`src/rtl/loop_seq_pkg.sv`:
```
package loop_seq_pkg;
  localparam int unsigned ADDR_W_D = 16;
  localparam int unsigned LC_W_D   = 13;
  localparam int unsigned IMM_W_D  = 6;
  localparam int unsigned DEPTH_D  = 2;
  localparam int unsigned BODY_D   = 2;

  typedef enum logic [1:0] {
    ACT_STEP   = 2'd0,
    ACT_REPEAT = 2'd1,
    ACT_EXIT   = 2'd2
  } fetch_act_e;
endpackage

```
`src/rtl/loop_stack.sv`:
```
module loop_stack #(
  parameter int unsigned W     = 16,
  parameter int unsigned DEPTH = 2,
  localparam int unsigned CNT_W = $clog2(DEPTH + 1)
) (
  input  logic             clk,
  input  logic             rst_n,
  input  logic             push_req,
  input  logic [W-1:0]     push_data,
  input  logic             pop_req,
  output logic [W-1:0]     top,
  output logic [CNT_W-1:0] count,
  output logic             full,
  output logic             overflow,
  output logic             underflow
);
  logic [W-1:0] ent [DEPTH];
  logic         push_ok, pop_ok;

  assign full      = (count == CNT_W'(DEPTH));
  assign push_ok   = push_req && !full;
  assign pop_ok    = pop_req && (count != '0);
  assign overflow  = push_req && full;
  assign underflow = pop_req && (count == '0);

  for (genvar i = 0; i < int'(DEPTH); i++) begin : g_ent
    always_ff @(posedge clk) begin
      if (!rst_n)
        ent[i] <= '0;
      else if (push_ok && count == CNT_W'(i))
        ent[i] <= push_data;
    end
  end

  always_comb begin
    top = '0;
    for (int i = 0; i < int'(DEPTH); i++)
      if (count == CNT_W'(i + 1)) top = ent[i];
  end

  always_ff @(posedge clk) begin
    if (!rst_n)       count <= '0;
    else if (push_ok) count <= count + CNT_W'(1);
    else if (pop_ok)  count <= count - CNT_W'(1);
  end
endmodule

```
`src/rtl/loop_ctrl.sv`:
```
module loop_ctrl
  import loop_seq_pkg::*;
#(
  parameter int unsigned ADDR_W = 16,
  parameter int unsigned LC_W   = 13
) (
  input  logic              clk,
  input  logic              rst_n,
  input  logic              load,
  input  logic [LC_W-1:0]   load_count,
  input  logic [ADDR_W-1:0] load_last,
  input  logic              hold_end,
  input  logic              fetch_valid,
  input  logic [ADDR_W-1:0] fetch_addr,
  input  logic [ADDR_W-1:0] stack_top,
  output fetch_act_e        act,
  output logic [ADDR_W-1:0] next_pc,
  output logic [LC_W-1:0]   count,
  output logic [ADDR_W-1:0] last,
  output logic              active,
  output logic              outer
);
  logic at_end;

  assign at_end = fetch_valid && active && !hold_end && (fetch_addr == last);

  always_comb begin
    act     = ACT_STEP;
    next_pc = fetch_addr + ADDR_W'(1);
    if (at_end) begin
      if (count != LC_W'(1)) begin
        act     = ACT_REPEAT;
        next_pc = stack_top;
      end else begin
        act = ACT_EXIT;
      end
    end
  end

  always_ff @(posedge clk) begin
    if (!rst_n) begin
      count  <= '0;
      last   <= '0;
      active <= 1'b0;
      outer  <= 1'b0;
    end else if (load) begin
      count  <= load_count;
      last   <= load_last;
      active <= 1'b1;
      outer  <= active;
    end else if (act == ACT_REPEAT) begin
      count <= count - LC_W'(1);
    end else if (act == ACT_EXIT) begin
      active <= outer;
      outer  <= 1'b0;
    end
  end
endmodule

```
`src/rtl/loop_seq.sv`:
```
module loop_seq
  import loop_seq_pkg::*;
#(
  parameter int unsigned ADDR_W = ADDR_W_D,
  parameter int unsigned LC_W   = LC_W_D,
  parameter int unsigned IMM_W  = IMM_W_D,
  parameter int unsigned DEPTH  = DEPTH_D,
  parameter int unsigned BODY   = BODY_D,
  localparam int unsigned CNT_W = $clog2(DEPTH + 1)
) (
  input  logic              clk,
  input  logic              rst_n,
  input  logic              cmd_valid,
  output logic              cmd_ready,
  input  logic              cmd_from_reg,
  input  logic [IMM_W-1:0]  cmd_imm,
  input  logic [LC_W-1:0]   cmd_reg,
  input  logic [ADDR_W-1:0] cmd_last_addr,
  input  logic [ADDR_W-1:0] cmd_pc,
  input  logic              fetch_valid,
  input  logic [ADDR_W-1:0] fetch_addr,
  output logic [ADDR_W-1:0] fetch_next,
  output logic              fetch_redirect,
  output logic [LC_W-1:0]   loop_count,
  output logic [ADDR_W-1:0] loop_last,
  output logic              loop_active,
  output logic              loop_outer,
  output logic [CNT_W-1:0]  stack_depth,
  output logic              err_zero_count,
  output logic              err_stack_full,
  output logic              err_stack_empty
);
  logic              fire, zero_imm, legal, load;
  logic              full, ovf, unf;
  logic [LC_W-1:0]   count_sel;
  logic [ADDR_W-1:0] top;
  fetch_act_e        act;

  assign cmd_ready = 1'b1;
  assign fire      = cmd_valid && cmd_ready;
  assign zero_imm  = fire && !cmd_from_reg && (cmd_imm == '0);
  assign legal     = fire && !zero_imm;
  assign load      = legal && !full;
  assign count_sel = cmd_from_reg ? cmd_reg : LC_W'(cmd_imm);

  loop_stack #(.W(ADDR_W), .DEPTH(DEPTH)) i_stack (
    .clk       (clk),
    .rst_n     (rst_n),
    .push_req  (legal),
    .push_data (cmd_pc + ADDR_W'(BODY)),
    .pop_req   (act == ACT_EXIT),
    .top       (top),
    .count     (stack_depth),
    .full      (full),
    .overflow  (ovf),
    .underflow (unf)
  );

  loop_ctrl #(.ADDR_W(ADDR_W), .LC_W(LC_W)) i_ctrl (
    .clk         (clk),
    .rst_n       (rst_n),
    .load        (load),
    .load_count  (count_sel),
    .load_last   (cmd_last_addr),
    .hold_end    (fire),
    .fetch_valid (fetch_valid),
    .fetch_addr  (fetch_addr),
    .stack_top   (top),
    .act         (act),
    .next_pc     (fetch_next),
    .count       (loop_count),
    .last        (loop_last),
    .active      (loop_active),
    .outer       (loop_outer)
  );

  assign fetch_redirect = (act == ACT_REPEAT);

  always_ff @(posedge clk) begin
    if (!rst_n) begin
      err_zero_count  <= 1'b0;
      err_stack_full  <= 1'b0;
      err_stack_empty <= 1'b0;
    end else begin
      err_zero_count  <= zero_imm;
      err_stack_full  <= ovf;
      err_stack_empty <= unf;
    end
  end
endmodule

```
`config.mk`:
```
export PLATFORM = sky130hd
export DESIGN_NAME = loop_seq
export DESIGN_NICKNAME = d
export VERILOG_FILES = /design/src/rtl/loop_seq_pkg.sv /design/src/rtl/loop_stack.sv /design/src/rtl/loop_ctrl.sv /design/src/rtl/loop_seq.sv
export SDC_FILE = /design/constraint.sdc
export NUM_CORES = 1
export LEC_CHECK = 0
export ABC_AREA = 0
export BUFFER_PORTS_ARGS = -buffer_cell sky130_fd_sc_hd__buf_2
export CELL_PAD_IN_SITES_DETAIL_PLACEMENT = 0
export CELL_PAD_IN_SITES_GLOBAL_PLACEMENT = 2
export CORE_ASPECT_RATIO = 0.75
export CORE_UTILIZATION = 31
export DETAILED_ROUTE_END_ITERATION = 6
export PLACE_DENSITY = 0.82
export SLEW_MARGIN = 15
export SYNTH_ARGS = -nofsm -noshare
export SYNTH_HDL_FRONTEND = slang
export SYNTH_SLANG_ARGS = --single-unit
```
`constraint.sdc`:
```
create_clock -name clk -period 2.7 [get_ports clk]
set_input_delay 0.405 -clock clk [delete_from_list [all_inputs] [get_ports clk]]
set_output_delay 0.405 -clock clk [all_outputs]
set_load 0.1 [all_outputs]
```
==> out/metrics.yaml, run 1 <==
drt_wl_total_microns: 12300
whs_endpoint: "i_ctrl.count[6]"
synth_nets: 507
drv_slew: 0
syn-instance-count: 428
antenna_found_initial: 0
synth_seq_cells: 68
worst-r2r-setup-slack_ns: 0.50
synth_edf_count: 32
drc: 0
required_ns: 2.30
p_per_area_nw_per_um2: 564
power.leakage_nw: 2.57
drv_cap: 0
regArea_sq_um: 1760
clock_skew_ns: 0.00362
io_pins: 126
drive_gt1_frac: 0.463
multi_input_area_sq_um: 2570
status: "finished with violations"
die_width_microns: 135
routedWlPerCell_microns: 16.4
overflow: 0
drtIter0Drc: 213
cp-start-kind: "flip-flop"
ant_nets: 0
numCtsBuffers: 9
die_h_microns: 102
core_area_sq_um: 13000
max_freq_ghz: 0.369
cp.arrival_ns: 2.30
cts_hold_buf: 0
rows: 36
ys_types: 54
holdCritPathClass: "input pin to flip-flop"
port_buffers: 124
synthToLayoutAreaGrowth_pct: 49.7
fin_ws_ns: -0.00751
grt_pass1_vias: 3519
worstHoldPathCells: 3
setup_viol: 2
vias_per_cell: 4.80
syn_area_sq_um: 4140
drt_pre_antenna_iters: 4
grt_usage: 0.186
vias: 3616
yosysSeqAreaShare: 0.406
die_area_sq_um: 13800
h-tree-depth: 3
tns_ns: -0.00753
rsz0062_at_grt: "yes"
crit_path_max_fanout: 9
clock_sinks: 68
start_util: 0.318
fill_cells: 1227
gp_congestion: 0.843
hpwlAfterDp_microns: 9250
clock_tree.buffer_depth: 2
fin_area_sq_um: 6200
nNetsFinal: 657
ys.flop_type: "dfxtp_1"
post-route-min-period_ns: 2.71
synth_top_cell_by_area: "edfxtp_1"
cts_root_buf: "clkbuf_16"
yosysWarnings: 0
preCtsSetupSlack_ns: -0.103
yosys-top-cells-area: "edfxtp_1, dfxtp_1, xnor2_1"
async_flop_share: 0
hold_viol_final: 0
rr_worst_depth: 6
synth_area_per_cell_sq_um: 9.67
r2r-start: "i_stack.count[0]"
path_class: "flip-flop to output pin"
grt_pass1_wl_microns: 19100
rr_endpoint: "i_stack.ent[0][8]"
clk_pin_slew_ns: 0.06
yosysTopAreaCellShare: 0.232
place_area_sq_um: 5400
peakVddDrop_mv: 0.322
hold_start: "cmd_reg[6]"
cts_tree: "built"
grt_max_degree: 27
clock_latency_ns: 0.34
violations: "negative setup slack"
n_antenna_cell: 0
finalCritPeriodShare: 1.00
p_total_mw: 3.50
cp-end-kind: "output pin"
[cell families (layout without fill, tap and decap cells)]
| group | after synthesis | after routing | share of synthesized area |
|---|---|---|---|
| AND/OR/NAND/NOR | 181 | 181 | 0.237 |
| adder cells (fa/ha/maj) | 7 | 7 | 0.0212 |
| other | 1 | 1 | 0.000906 |
| flip-flops | 68 | 68 | 0.406 |
| multiplexers | 8 | 8 | 0.0221 |
| AO/OA/AOI/OAI | 74 | 74 | 0.152 |
| XOR/XNOR | 51 | 51 | 0.110 |
| buffers and inverters | 38 | 193 | 0.0505 |
[what timing repair did]
action                                  4_1_cts  5_1_grt
pin swaps                                     5        2
setup buffers                                 0        4
endpoints found under the setup margin       16       16
gates resized for setup                      65        8
cloned                                        1        2
endpoints found under the hold margin         0        0
[registers in the layout, indices dropped and copies added (netlist names)]
register         cells
i_stack.ent         32
i_ctrl.last         16
i_ctrl.count        13
i_stack.count        2
err_stack_empty      1
err_stack_full       1
err_zero_count       1
i_ctrl.active        1
i_ctrl.outer         1
[synth_stat cells (2+ instances only)]
library cell / instances
mux2i_1: 2
nand2_1: 58
buf_6: 5
a221oi_2: 12
buf_2: 9
a221oi_1: 3
nor2_1: 42
dfxtp_1: 36
nor4_2: 4
ha_1: 7
a21boi_0: 5
o21ai_0: 8
buf_4: 4
or3_1: 3
nand3_2: 2
a21oi_1: 12
nand2b_1: 2
or2_1: 2
nand4_1: 6
nor2b_1: 4
nor3_1: 9
inv_1: 10
clkbuf_1: 9
nand3_1: 22
edfxtp_1: 32
a21oi_2: 10
and2_1: 2
mux2_2: 5
and3_1: 13
nor4_4: 5
xor2_1: 25
a21boi_1: 14
xnor2_1: 25
[layout by cell type, fill, tap and decap left out, types with 3 or more instances in the layout]
| cell type | count |
|---|---|
| a21boi_0 | 5 |
| a21boi_1 | 14 |
| a21oi_1 | 7 |
| a21oi_4 | 15 |
| a221oi_1 | 3 |
| a221oi_4 | 12 |
| and3_1 | 13 |
| buf_12 | 18 |
| buf_2 | 107 |
| buf_4 | 36 |
| clkbuf_16 | 11 |
| dfxtp_1 | 4 |
| dfxtp_2 | 15 |
| dfxtp_4 | 17 |
| edfxtp_1 | 32 |
| ha_1 | 6 |
| inv_1 | 9 |
| mux2_2 | 5 |
| nand2_1 | 57 |
| nand3_1 | 22 |
| nand4_1 | 6 |
| nor2_1 | 42 |
| nor3_1 | 9 |
| nor4_2 | 4 |
| nor4_4 | 5 |
| o21ai_0 | 7 |
| or3_1 | 3 |
| xnor2_1 | 25 |
| xor2_1 | 23 |
[metal layers]
metal	wire [microns]	up-vias	track usage
li1	-	1816	-
met1	5960	1690	0.254
met2	5570	97	0.294
met3	630	13	0.0387
met4	169	0	0.0648
met5	0	-	0
[layout make-up]
cell class | count | share of cell area
Inverter | 11 | 0.00747
Timing Repair Buffer | 166 | 0.208
Clock inverter | 6 | 0.0143
Tap cell | 171 | 0.0345
Sequential cell | 68 | 0.285
Multi-Input combinational cell | 322 | 0.414
Clock buffer | 10 | 0.0370
[worst max-delay path, cell delays in order (launching register included)]
cell and delay (ns):
dfxtp_2 0.34, xor2_2 0.15, nor4_2 0.30, nand4_1 0.15
or2_4 0.33, buf_4 0.17, buf_16 0.14, a21oi_4 0.18
buf_12 0.19
[per-stage QoR]
step                      cells  hold WS, ns  utilization
final                       754        0.266        0.476
after global routing        754        0.273        0.476
after CTS                   748        0.256        0.468
after detailed placement    731        0.468        0.415
after global placement      731        0.461        0.415
after floorplan             428        0.513            -
[power breakdown]
| group | internal [mW] | leakage [nW] | switching (mW) |
|---|---|---|---|
| Clock | 0.808 | 0.150 | 0.459 |
| Combinational | 0.299 | 1.77 | 0.686 |
| Sequential | 1.17 | 0.652 | 0.0775 |
[worst max-delay path by stage]
stage                         start  cells after the start        endpoint  slack, ns
floorplan           i_ctrl.count[1]                     10  fetch_next[10]      -0.01
global placement     fetch_addr[10]                      9   fetch_next[5]      -0.06
detailed placement   fetch_addr[10]                      9  fetch_next[14]      -0.10
CTS                  i_ctrl.last[4]                      8   fetch_next[1]      -0.04
global route         i_ctrl.last[5]                      8  fetch_next[13]      -0.13
finish               i_ctrl.last[5]                      8  fetch_next[13]     -0.008
No activity file was read; power rests on OpenSTA's default activity.
==> inputs of run 2 (changes only) <==
- CORE_UTILIZATION: 31 -> 32
- CTS_BUF_LIST: default -> sky130_fd_sc_hd__clkbuf_4
- GPL_TIMING_DRIVEN: default -> 0
- PLACE_DENSITY: 0.82 -> 0.85
- SETUP_SLACK_MARGIN: default -> 0.5
==> run 2 against run 1 <==
Against the previous run: the flow still finishes with violations (negative setup slack); cell count increased by 2.1%; wire length is 8.3% higher; worst hold slack lost 0.10 ns; sequential power hardly changed; count of clock-buffer cells in the layout down 1; combinational power is 6% higher; register-to-register slack worse by 0.62 ns; critical path depth rose by 1; maximum frequency fell by 8.0%.
==> out/metrics.yaml, run 2 (synthesis gave the netlist of run 1 again) <==
slew_headroom: 0.627
grt_usage: 0.202
layout_commonest_cell: "buf_2"
vias_per_cell: 5.00
cts_root_buf: "clkbuf_4"
io_pins: 126
peakVddDrop_mv: 0.217
p_per_area_nw_per_um2: 463
preCtsSetupSlack_ns: -0.140
drtIter0Drc: 227
top_register: "i_stack.ent"
h-tree-depth: 3
power.leakage_nw: 2.71
numCtsBuffers: 9
synthToLayoutAreaGrowth_pct: 56.1
routedWlPerCell_microns: 17.4
gp_congestion: 0.791
final_cell_mix: "buf_2, nand2_1, nor2_1"
drc: 0
drv_slew: 0
max_freq_ghz: 0.340
crit_path_max_fanout: 7
overflow: 0
core_area_sq_um: 12400
clock_tree.buffer_depth: 2
antenna_found_initial: 0
rsz0062_at_grt: "yes"
hold_viol_final: 0
drive_gt1_frac: 0.511
cp-start-kind: "flip-flop"
rows: 35
die_h_microns: 100
clock_skew_ns: 0.0132
clock_sinks: 68
violations: "negative setup slack"
cts_tree: "built"
port_buffers: 123
drt_wl_total_microns: 13400
nNetsFinal: 677
finalCritPeriodShare: 1.09
start_util: 0.333
grt_max_degree: 17
grt_pass1_vias: 3773
required_ns: 2.30
holdCritPathClass: "input pin to flip-flop"
die_area_sq_um: 13400
status: "finished with violations"
drv_cap: 0
hpwlAfterDp_microns: 9410
fin_ws_ns: -0.242
drt_pre_antenna_iters: 4
clk_pin_slew_ns: 0.13
reg.largest.list: "i_stack.ent x32, i_ctrl.last x16, i_ctrl.count x13"
ant_nets: 0
path_class: "flip-flop to output pin"
tns_ns: -3.39
clock_latency_ns: 0.44
cp-end-kind: "output pin"
largest_register_ffs: 32
setup_viol: 23
vias: 3849
holdWs_ns: 0.162
post-route-min-period_ns: 2.94
grt_pass1_wl_microns: 20700
worst_slew_pin_slew_ns: 0.560
die_width_microns: 133
cp.arrival_ns: 2.54
fill_cells: 1130
run 2: changes by cell type in the layout (fill, tap and decap cells not counted), sizes merged:
| cell | delta |
|---|---|
| clkbuf | +6 |
| buf | +11 |
| nand2 | +2 |
| clkinvlp | -1 |
| inv | +2 |
| bufinv | -1 |
| diode | +1 |
| clkinv | +1 |
run 2: layout make-up:
class | count | area (sq um) | share of cell area
Timing Repair Buffer | 157 | 1220 | 0.189
Antenna cell | 1 | 2.50 | 0.000387
Tap cell | 166 | 208 | 0.0322
Clock inverter | 7 | 73.8 | 0.0114
Inverter | 11 | 51.3 | 0.00794
Buffer | 27 | 255 | 0.0395
Clock buffer | 9 | 67.6 | 0.0105
Multi-Input combinational cell | 324 | 2810 | 0.435
Sequential cell | 68 | 1770 | 0.274
run 2: critical path: stages (launching register included):
cell      delay, ns
dfxtp_4        0.38
xor2_2         0.15
nor4_2         0.26
nand4_1        0.17
or2_4          0.29
buf_12         0.15
buf_16         0.14
a221oi_4       0.28
a21oi_4        0.07
buf_12         0.18
run 2: final timing paths:
path / startpoint / to / slack (ns) / cells past startpoint
max: i_ctrl.last[15] / fetch_next[9] / -0.24 / 9
max reg2reg: i_ctrl.last[15] / i_ctrl.count[9] / -0.12 / 15
min reg2reg: i_ctrl.last[6] / i_ctrl.last[6] / 0.49 / 2
min: cmd_reg[6] / i_ctrl.count[6] / 0.16 / 3
run 2: metal layers:
metal | GRT usage | up-vias | wire length (microns)
li1 | - | 1866 | -
met1 | 0.282 | 1846 | 6460
met2 | 0.316 | 119 | 5960
met3 | 0.0397 | 18 | 740
met4 | 0.0621 | 0 | 206
met5 | 0 | - | 0
run 2: report_power, final:
| group | total (mW) | internal [mW] | leakage, nW | switching [mW] |
|---|---|---|---|---|
| Sequential | 1.24 | 1.16 | 0.653 | 0.0791 |
| Combinational | 1.05 | 0.317 | 1.97 | 0.730 |
| Clock | 0.704 | 0.287 | 0.0783 | 0.417 |
| Total | 2.99 | 1.77 | 2.71 | 1.23 |
run 2: what timing repair did:
action / CTS / global route
pin swaps: 20 / 29
gates cloned: 3 / 1
hold buffers: 0 / 0
gates resized for setup: 116 / 45
setup endpoints to repair: 49 / 92
setup buffers: 19 / 13
run 2: per-stage QoR:
stage / std cells / utilization / cell area [sq um] / power, mW
after global placement: 717 / 0.423 / 5260 / 2.14
after CTS: 755 / 0.494 / 6150 / 2.97
final: 770 / 0.519 / 6460 / 2.99
after global routing: 769 / 0.519 / 6460 / 3.11
after detailed placement: 717 / 0.423 / 5260 / 2.15
after floorplan: 428 / - / 4440 / 1.92
